File: config.mk
export PLATFORM = sky130hd
export DESIGN_NAME = qspi_master
export DESIGN_NICKNAME = d
export VERILOG_FILES = /design/src/rtl/qspi_pkg.sv /design/src/rtl/qspi_clkdiv.sv /design/src/rtl/qspi_shift.sv /design/src/rtl/qspi_master.sv
export SDC_FILE = /design/constraint.sdc
export NUM_CORES = 1
export LEC_CHECK = 0
export BUFFER_PORTS_ARGS = -buffer_cell sky130_fd_sc_hd__buf_2
export CORE_ASPECT_RATIO = 1.1
export CORE_UTILIZATION = 45
export CTS_CLUSTER_DIAMETER = 80
export DETAILED_ROUTE_END_ITERATION = 7
export PLACE_DENSITY_LB_ADDON = 0.3
export SYNTH_ARGS = -nofsm -noshare
export SYNTH_HDL_FRONTEND = slang
export SYNTH_HIERARCHICAL = 1
export SYNTH_SLANG_ARGS = --single-unit
export TNS_END_PERCENT = 100
File: constraint.sdc
create_clock -name clk -period 5.2 [get_ports clk]
set_input_delay 0.26 -clock clk [delete_from_list [all_inputs] [get_ports clk]]
set_output_delay 0.26 -clock clk [all_outputs]
set_load 0.01 [all_outputs]
File: src/rtl/qspi_pkg.sv
package qspi_pkg;
    localparam int unsigned QDEPTH  = 16;
    localparam int unsigned WORD_W  = 16;
    localparam int unsigned CS_W    = 4;
    localparam int unsigned DIV_W   = 8;
    localparam int unsigned DEF_LEN = 8;
    localparam int unsigned PTR_W   = $clog2(QDEPTH);
    localparam int unsigned LEN_W   = $clog2(WORD_W);
    localparam int unsigned BITS_W  = $clog2(WORD_W + 1);
    localparam int unsigned ADDR_W  = PTR_W + 2;

    typedef struct packed {
        logic            hold;
        logic            use_len;
        logic [CS_W-1:0] sel;
    } cmd_t;

    typedef struct packed {
        logic [LEN_W-1:0] len;
        logic [DIV_W-1:0] div;
    } ctrl_t;

    typedef enum logic [1:0] {SQ_IDLE, SQ_LOAD, SQ_RUN, SQ_GAP} seq_e;

    function automatic logic [BITS_W-1:0] word_bits(input cmd_t c, input logic [LEN_W-1:0] len);
        if (!c.use_len)      return BITS_W'(DEF_LEN);
        else if (len == '0)  return BITS_W'(WORD_W);
        else                 return BITS_W'(len);
    endfunction

    function automatic logic [DIV_W-1:0] half_of(input logic [DIV_W-1:0] d);
        return (d == '0) ? DIV_W'(1) : d;
    endfunction
endpackage

File: src/rtl/qspi_clkdiv.sv
module qspi_clkdiv #(
    parameter int unsigned DIV_W = 8
) (
    input  logic             clk,
    input  logic             rst,
    input  logic             en,
    input  logic [DIV_W-1:0] half,
    output logic             tick
);
    logic [DIV_W-1:0] cnt;

    assign tick = en && (cnt == half - DIV_W'(1));

    always_ff @(posedge clk) begin
        if (rst || !en)  cnt <= '0;
        else if (tick)   cnt <= '0;
        else             cnt <= cnt + DIV_W'(1);
    end

    // back-to-back ticks only when a half period is one clock
    p_tick_gap_r4: assert property (@(posedge clk) disable iff (rst)
        (tick && half > DIV_W'(1)) |=> !tick);
endmodule

File: src/rtl/qspi_shift.sv
module qspi_shift #(
    parameter int unsigned W  = 16,
    parameter int unsigned BW = 5
) (
    input  logic          clk,
    input  logic          rst,
    input  logic          start,
    input  logic [W-1:0]  tx_word,
    input  logic [BW-1:0] nbits,
    input  logic          tick,
    input  logic          miso,
    output logic          sclk,
    output logic          mosi,
    output logic          active,
    output logic          word_done,
    output logic [W-1:0]  rx_word
);
    localparam logic [BW-1:0] WB = BW'(W);

    logic [W-1:0]  sh;
    logic [W-1:0]  rxs;
    logic [BW-1:0] left;

    assign mosi    = active & sh[W-1];
    assign rx_word = rxs;

    always_ff @(posedge clk) begin
        if (rst) begin
            active    <= 1'b0;
            sclk      <= 1'b0;
            sh        <= '0;
            rxs       <= '0;
            left      <= '0;
            word_done <= 1'b0;
        end else begin
            word_done <= active && tick && sclk && (left == BW'(1));
            if (start && !active) begin
                active <= 1'b1;
                sclk   <= 1'b0;
                sh     <= tx_word << (WB - nbits);
                rxs    <= '0;
                left   <= nbits;
            end else if (active && tick) begin
                if (!sclk) begin
                    sclk <= 1'b1;
                    rxs  <= {rxs[W-2:0], miso};
                end else begin
                    sclk <= 1'b0;
                    sh   <= sh << 1;
                    left <= left - BW'(1);
                    if (left == BW'(1)) active <= 1'b0;
                end
            end
        end
    end

    // the sequencer only launches a word into an idle engine
    p_start_idle_r2: assert property (@(posedge clk) disable iff (rst)
        start |-> !active);
    // data holds while SCLK is high (mode 0)
    p_mosi_hold_r2: assert property (@(posedge clk) disable iff (rst)
        (active && sclk && $past(sclk)) |-> $stable(mosi));
endmodule

File: src/rtl/qspi_master.sv
module qspi_master
    import qspi_pkg::*;
(
    input  logic                          clk,
    input  logic                          rst,
    input  logic                          bus_we,
    input  logic [qspi_pkg::ADDR_W-1:0]   bus_addr,
    input  logic [qspi_pkg::WORD_W-1:0]   bus_wdata,
    output logic [qspi_pkg::WORD_W-1:0]   bus_rdata,
    output logic                          sclk,
    output logic                          mosi,
    input  logic                          miso,
    output logic [qspi_pkg::CS_W-1:0]     cs_n
);
    cmd_t              cmd_q [QDEPTH];
    logic [WORD_W-1:0] tx_q  [QDEPTH];
    logic [WORD_W-1:0] rx_q  [QDEPTH];
    ctrl_t             ctrl_q;
    logic [PTR_W-1:0]  end_ptr, ptr;
    logic              wrap_en, done_q;
    logic [CS_W-1:0]   cs_q;
    seq_e              st;

    logic [1:0]        region;
    logic [PTR_W-1:0]  idx;
    logic              start_req, launch, busy, last;
    logic              sh_active, word_done, tick;
    logic [WORD_W-1:0] rx_word;

    assign region    = bus_addr[ADDR_W-1:ADDR_W-2];
    assign idx       = bus_addr[PTR_W-1:0];
    assign start_req = bus_we && region == 2'd3 && idx == PTR_W'(3) && bus_wdata[0];
    assign launch    = start_req && st == SQ_IDLE && !done_q;
    assign busy      = (st != SQ_IDLE);
    assign last      = (ptr == end_ptr);
    assign cs_n      = ~cs_q;

    qspi_clkdiv #(.DIV_W(DIV_W)) u_div (
        .clk(clk), .rst(rst),
        .en(sh_active || st == SQ_GAP),
        .half(half_of(ctrl_q.div)),
        .tick(tick)
    );

    qspi_shift #(.W(WORD_W), .BW(BITS_W)) u_shift (
        .clk(clk), .rst(rst),
        .start(st == SQ_LOAD),
        .tx_word(tx_q[ptr]),
        .nbits(word_bits(cmd_q[ptr], ctrl_q.len)),
        .tick(tick), .miso(miso),
        .sclk(sclk), .mosi(mosi), .active(sh_active),
        .word_done(word_done), .rx_word(rx_word)
    );

    // queue storage
    always_ff @(posedge clk) begin
        if (bus_we && region == 2'd0)
            cmd_q[idx] <= '{hold: bus_wdata[7], use_len: bus_wdata[6], sel: bus_wdata[CS_W-1:0]};
        if (bus_we && region == 2'd1)
            tx_q[idx] <= bus_wdata;
        if (st == SQ_RUN && word_done)
            rx_q[ptr] <= rx_word;
    end

    // control registers and sequencer
    always_ff @(posedge clk) begin
        if (rst) begin
            ctrl_q  <= '0;
            end_ptr <= '0;
            wrap_en <= 1'b0;
            done_q  <= 1'b0;
            cs_q    <= '0;
            ptr     <= '0;
            st      <= SQ_IDLE;
        end else begin
            if (bus_we && region == 2'd3 && idx == PTR_W'(0))
                ctrl_q <= '{len: bus_wdata[8+LEN_W-1:8], div: bus_wdata[DIV_W-1:0]};
            if (bus_we && region == 2'd3 && idx == PTR_W'(1)) begin
                end_ptr <= bus_wdata[PTR_W-1:0];
                wrap_en <= bus_wdata[8];
            end
            if (bus_we && region == 2'd3 && idx == PTR_W'(2) && bus_wdata[0])
                done_q <= 1'b0;

            unique case (st)
                SQ_IDLE: if (launch) begin
                    ptr <= '0;
                    st  <= SQ_LOAD;
                end
                SQ_LOAD: begin
                    cs_q <= cmd_q[ptr].sel;
                    st   <= SQ_RUN;
                end
                SQ_RUN: if (word_done) begin
                    if (last) begin
                        done_q <= 1'b1;
                        cs_q   <= '0;
                        ptr    <= '0;
                        st     <= wrap_en ? SQ_GAP : SQ_IDLE;
                    end else begin
                        ptr <= ptr + PTR_W'(1);
                        if (cmd_q[ptr].hold) st <= SQ_LOAD;
                        else begin
                            cs_q <= '0;
                            st   <= SQ_GAP;
                        end
                    end
                end
                SQ_GAP: if (tick) st <= SQ_LOAD;
                default: st <= SQ_IDLE;
            endcase
        end
    end

    always_comb begin
        bus_rdata = '0;
        unique case (region)
            2'd0: begin
                bus_rdata[7]        = cmd_q[idx].hold;
                bus_rdata[6]        = cmd_q[idx].use_len;
                bus_rdata[CS_W-1:0] = cmd_q[idx].sel;
            end
            2'd1: bus_rdata = tx_q[idx];
            2'd2: bus_rdata = rx_q[idx];
            default: begin
                if (idx == PTR_W'(0)) bus_rdata = WORD_W'(ctrl_q);
                if (idx == PTR_W'(1)) begin
                    bus_rdata[8]         = wrap_en;
                    bus_rdata[PTR_W-1:0] = end_ptr;
                end
                if (idx == PTR_W'(2)) bus_rdata[1:0] = {busy, done_q};
            end
        endcase
    end

    // a run only begins while the done flag is clear
    p_start_gate_r8: assert property (@(posedge clk) disable iff (rst)
        $rose(busy) |-> !$past(done_q));
    // clocks are produced only with a device selected
    p_cs_during_clock_r5: assert property (@(posedge clk) disable iff (rst)
        sclk |-> (cs_n != '1));
    // the flag is raised only by completion of the last entry
    p_done_source_r7: assert property (@(posedge clk) disable iff (rst)
        $rose(done_q) |-> $past(word_done && last));
endmodule

==> reports/qor.txt <==
Status = complete, no violations
Syn_nets = 1798
Detail-routed via count per cell = 6.30
F_max = 244 MHz
Area Growth Syn to Fin = 12.1%
Max-slew headroom = 0.162
Ports = 48
Chip height = 277 um
Reg2Reg Depth = 10
Clock network fraction of design power = 0.422
Sequential fraction of the synthesis area = 0.643
Pin count of the biggest net entering global routing = 78
Hold Path Sink = tx_q[5][12]
Total global routing overflow = 0
Clock latency on the worst-skew pair = 620 ps
Hold slack = 31.5 ps
Sequential power share = 0.504
Instance count of the mapped netlist = 1759
Global routing's busiest layer = met2
Fillers = 5465
Layout cell share with drive strength beyond 1 = 0.290
Comb power frac = 0.074
Worst Tran Pin Value = 1250 ps
Router iterations before antenna repair = 5
H-tree depth = 3
Power Total = 12100 uW
Final ANT Viol Nets = 0
Worst flop-to-flop path endpoint = u_shift/sh[10]
Max-cap violations = 0
Most common cell after layout, fill and taps aside = edfxtp_1
Post-CTS Setup Bufs = 0
Crit path kind = flop to flop
Via count = 17.6k
Sequential cell area = 19900 um2
Layout Nets = 1855
Die width = 252 um
Hold Path Cell Cnt = 1
Internal = 9370 uW
EDFF count, synth = 608
Synth cell types = 70
Peak VDD IR = 327 uV
Hold Crit Start = bus_wdata[12]
Min Clock Period, post-route = 4100 ps
Dpl hpwl = 48.3 mm
Switching Share = 0.227
Crit path launch type = flop
Async set-or-reset flop fraction in the synthesized netlist = 0
Ys Warns = 6
Met1 usage = 0.323
Yosys reg bits = 688
CTS sink count = 688
CTS tree = done
Max Buffers Root-to-Sink = 3
WP data required = 5680 ps
Critical Path Fanout Max = 29
Tcrit/Tclk final = 0.788
Hold WC Path Type = primary input to flop
Power per cell area = 350 nW/um2
Port Buffers = 47
Grt met2 use = 0.367
Vias in the first global route = 17.6k
Most frequent cells in the layout = edfxtp_1 (608), mux4_2 (262), nand2_1 (91)
Final hold violation count = 0
Crit end category = flop
Initial core utilization = 0.455
Wire length per cell = 28.4 um
Die ar. = 69600 um2
Std-Cell Core Area = 67800 um2
Syn Area/Cell = 17.5 um2
Reg-to-reg slack, setup = 1100 ps
Arrival time worst endpoint = 4570 ps
Routed wire length = 79.5 mm
Met3 usage = 0.0357
P_sw = 2760 uW
Area of the multi-input gates = 10400 um2
Starting DRT DRC Count = 2167
Final setup fails = 0
CTS root buf = clkbuf_16
Synthesized cell area = 30900 um2
Rows = 100
DR DRC count = 0
Clk slew on worst S/H paths = 60 ps
Final clock skew = 25.5 ps
Final setup TNS = 0 ps
Final GP Congestion = 0.836
GRT Overall Usage = 0.231
Clock buffer count from CTS = 74
Leakage = 0.0109 uW
Most used DFF post-synth = edfxtp_1
RSZ-0062 raised after global routing = false
Slew Limit Fails = 0
First-pass GRT wire length = 117 mm
Initial antenna violation count = 4
-- kinds of logic after synthesis --
kind of cell,synth area share
AO/OA/AOI/OAI,0.0445
XOR/XNOR,0.00908
adder cells (fa/ha/maj),0.00527
buffers and inverters,0.0227
flip-flops,0.643
multiplexers,0.222
AND/OR/NAND/NOR,0.0533
-- worst max-delay path, stage by stage, from the launching register on --
cell and delay, ps:
dfxtp_4 660, mux4_2 570, mux4_2 560, and2_1 190, buf_4 230, inv_1 90, ha_1 300, xor2_4 500
mux4_1 620, nand3_1 110, a311oi_2 90
-- state kept, by name (all words and copies together), names as in the netlist, named ones only --
| name | count |
|---|---|
| u_shift/word_done | 1 |
| u_div/cnt | 8 |
| cmd_q | 96 |
| u_shift/active | 1 |
| end_ptr | 4 |
| rx_q | 256 |
| ctrl_q | 12 |
| ptr | 4 |
| tx_q | 256 |
| st | 2 |
| u_shift/sclk | 1 |
| u_shift/rx_word | 16 |
| wrap_en | 1 |
| u_shift/left | 5 |
| cs_q | 4 |
| done_q | 1 |
| u_shift/sh | 16 |
-- synthesized netlist by cell type (26+ instances only) --
cell	n	area share
nor2_1	79	0.0096
dfxtp_1	80	0.052
nand3_1	36	0.0058
mux4_2	262	0.19
edfxtp_1	608	0.59
mux2i_1	56	0.018
a21oi_1	54	0.0088
buf_2	43	0.0070
o21ai_0	26	0.0042
a211oi_1	27	0.0066
nand2_1	91	0.011
clkbuf_1	60	0.0073
-- layer usage --
layer	routed length, um	share of wire	vias to the layer above
li1	-	-	7348
met1	32000	0.40	9239
met2	38400	0.48	882
met3	6630	0.083	150
met4	2450	0.031	2
met5	9	0.00011	-
-- timing repair --
action | 4_1_cts | 5_1_grt
hold endpoints to repair | 2 | 0
hold buffers | 2 | 0
resized for setup | 0 | 0
-- final cells by class --
| type | instances | area share |
|---|---|---|
| timing repair buffer | 109 | 0.0217 |
| inverter | 23 | 0.00249 |
| clock buffer | 100 | 0.0589 |
| clock inverter | 37 | 0.00907 |
| sequential | 688 | 0.574 |
| multi-input combinational | 920 | 0.301 |
| antenna | 1 | 0.0000723 |
| tap | 918 | 0.0332 |
-- worst max-delay path by stage --
| stage | startpoint | end | slack [ps] | depth (start not counted) |
|---|---|---|---|---|
| after floorplan | flop | u_shift/sh[12] | 1600 | 14 |
| after global placement | flop | u_shift/sh[10] | 1160 | 10 |
| after detailed placement | flop | u_shift/sh[10] | 1080 | 10 |
| after CTS | flop | u_shift/sh[10] | 1070 | 10 |
| after global routing | ctrl_q[2] | u_shift/sh[8] | 760 | 13 |
| final | flop | u_shift/sh[10] | 1100 | 10 |
-- metrics by stage --
stage / utilization / setup WS [ps] / cells / cell area [um2]
2_1_floorplan: - / 1600 / 1759 / 30900
3_3_place_gp: 0.475 / 1160 / 2656 / 32200
3_5_place_dp: 0.475 / 1080 / 2656 / 32200
4_1_cts: 0.510 / 1070 / 2795 / 34600
6_report: 0.510 / 1100 / 2796 / 34600
5_1_grt: 0.510 / 759 / 2795 / 34600
-- power groups by stage --
stage	sequential, uW	clock (uW)	combinational (uW)
CTS	6110	5190	898
global route	6120	5380	969
finish	6110	5120	900
floorplan	6210	0	603
detailed placement	6230	0	891
global placement	6220	0	875
No activity file was read; power rests on OpenSTA's default activity.
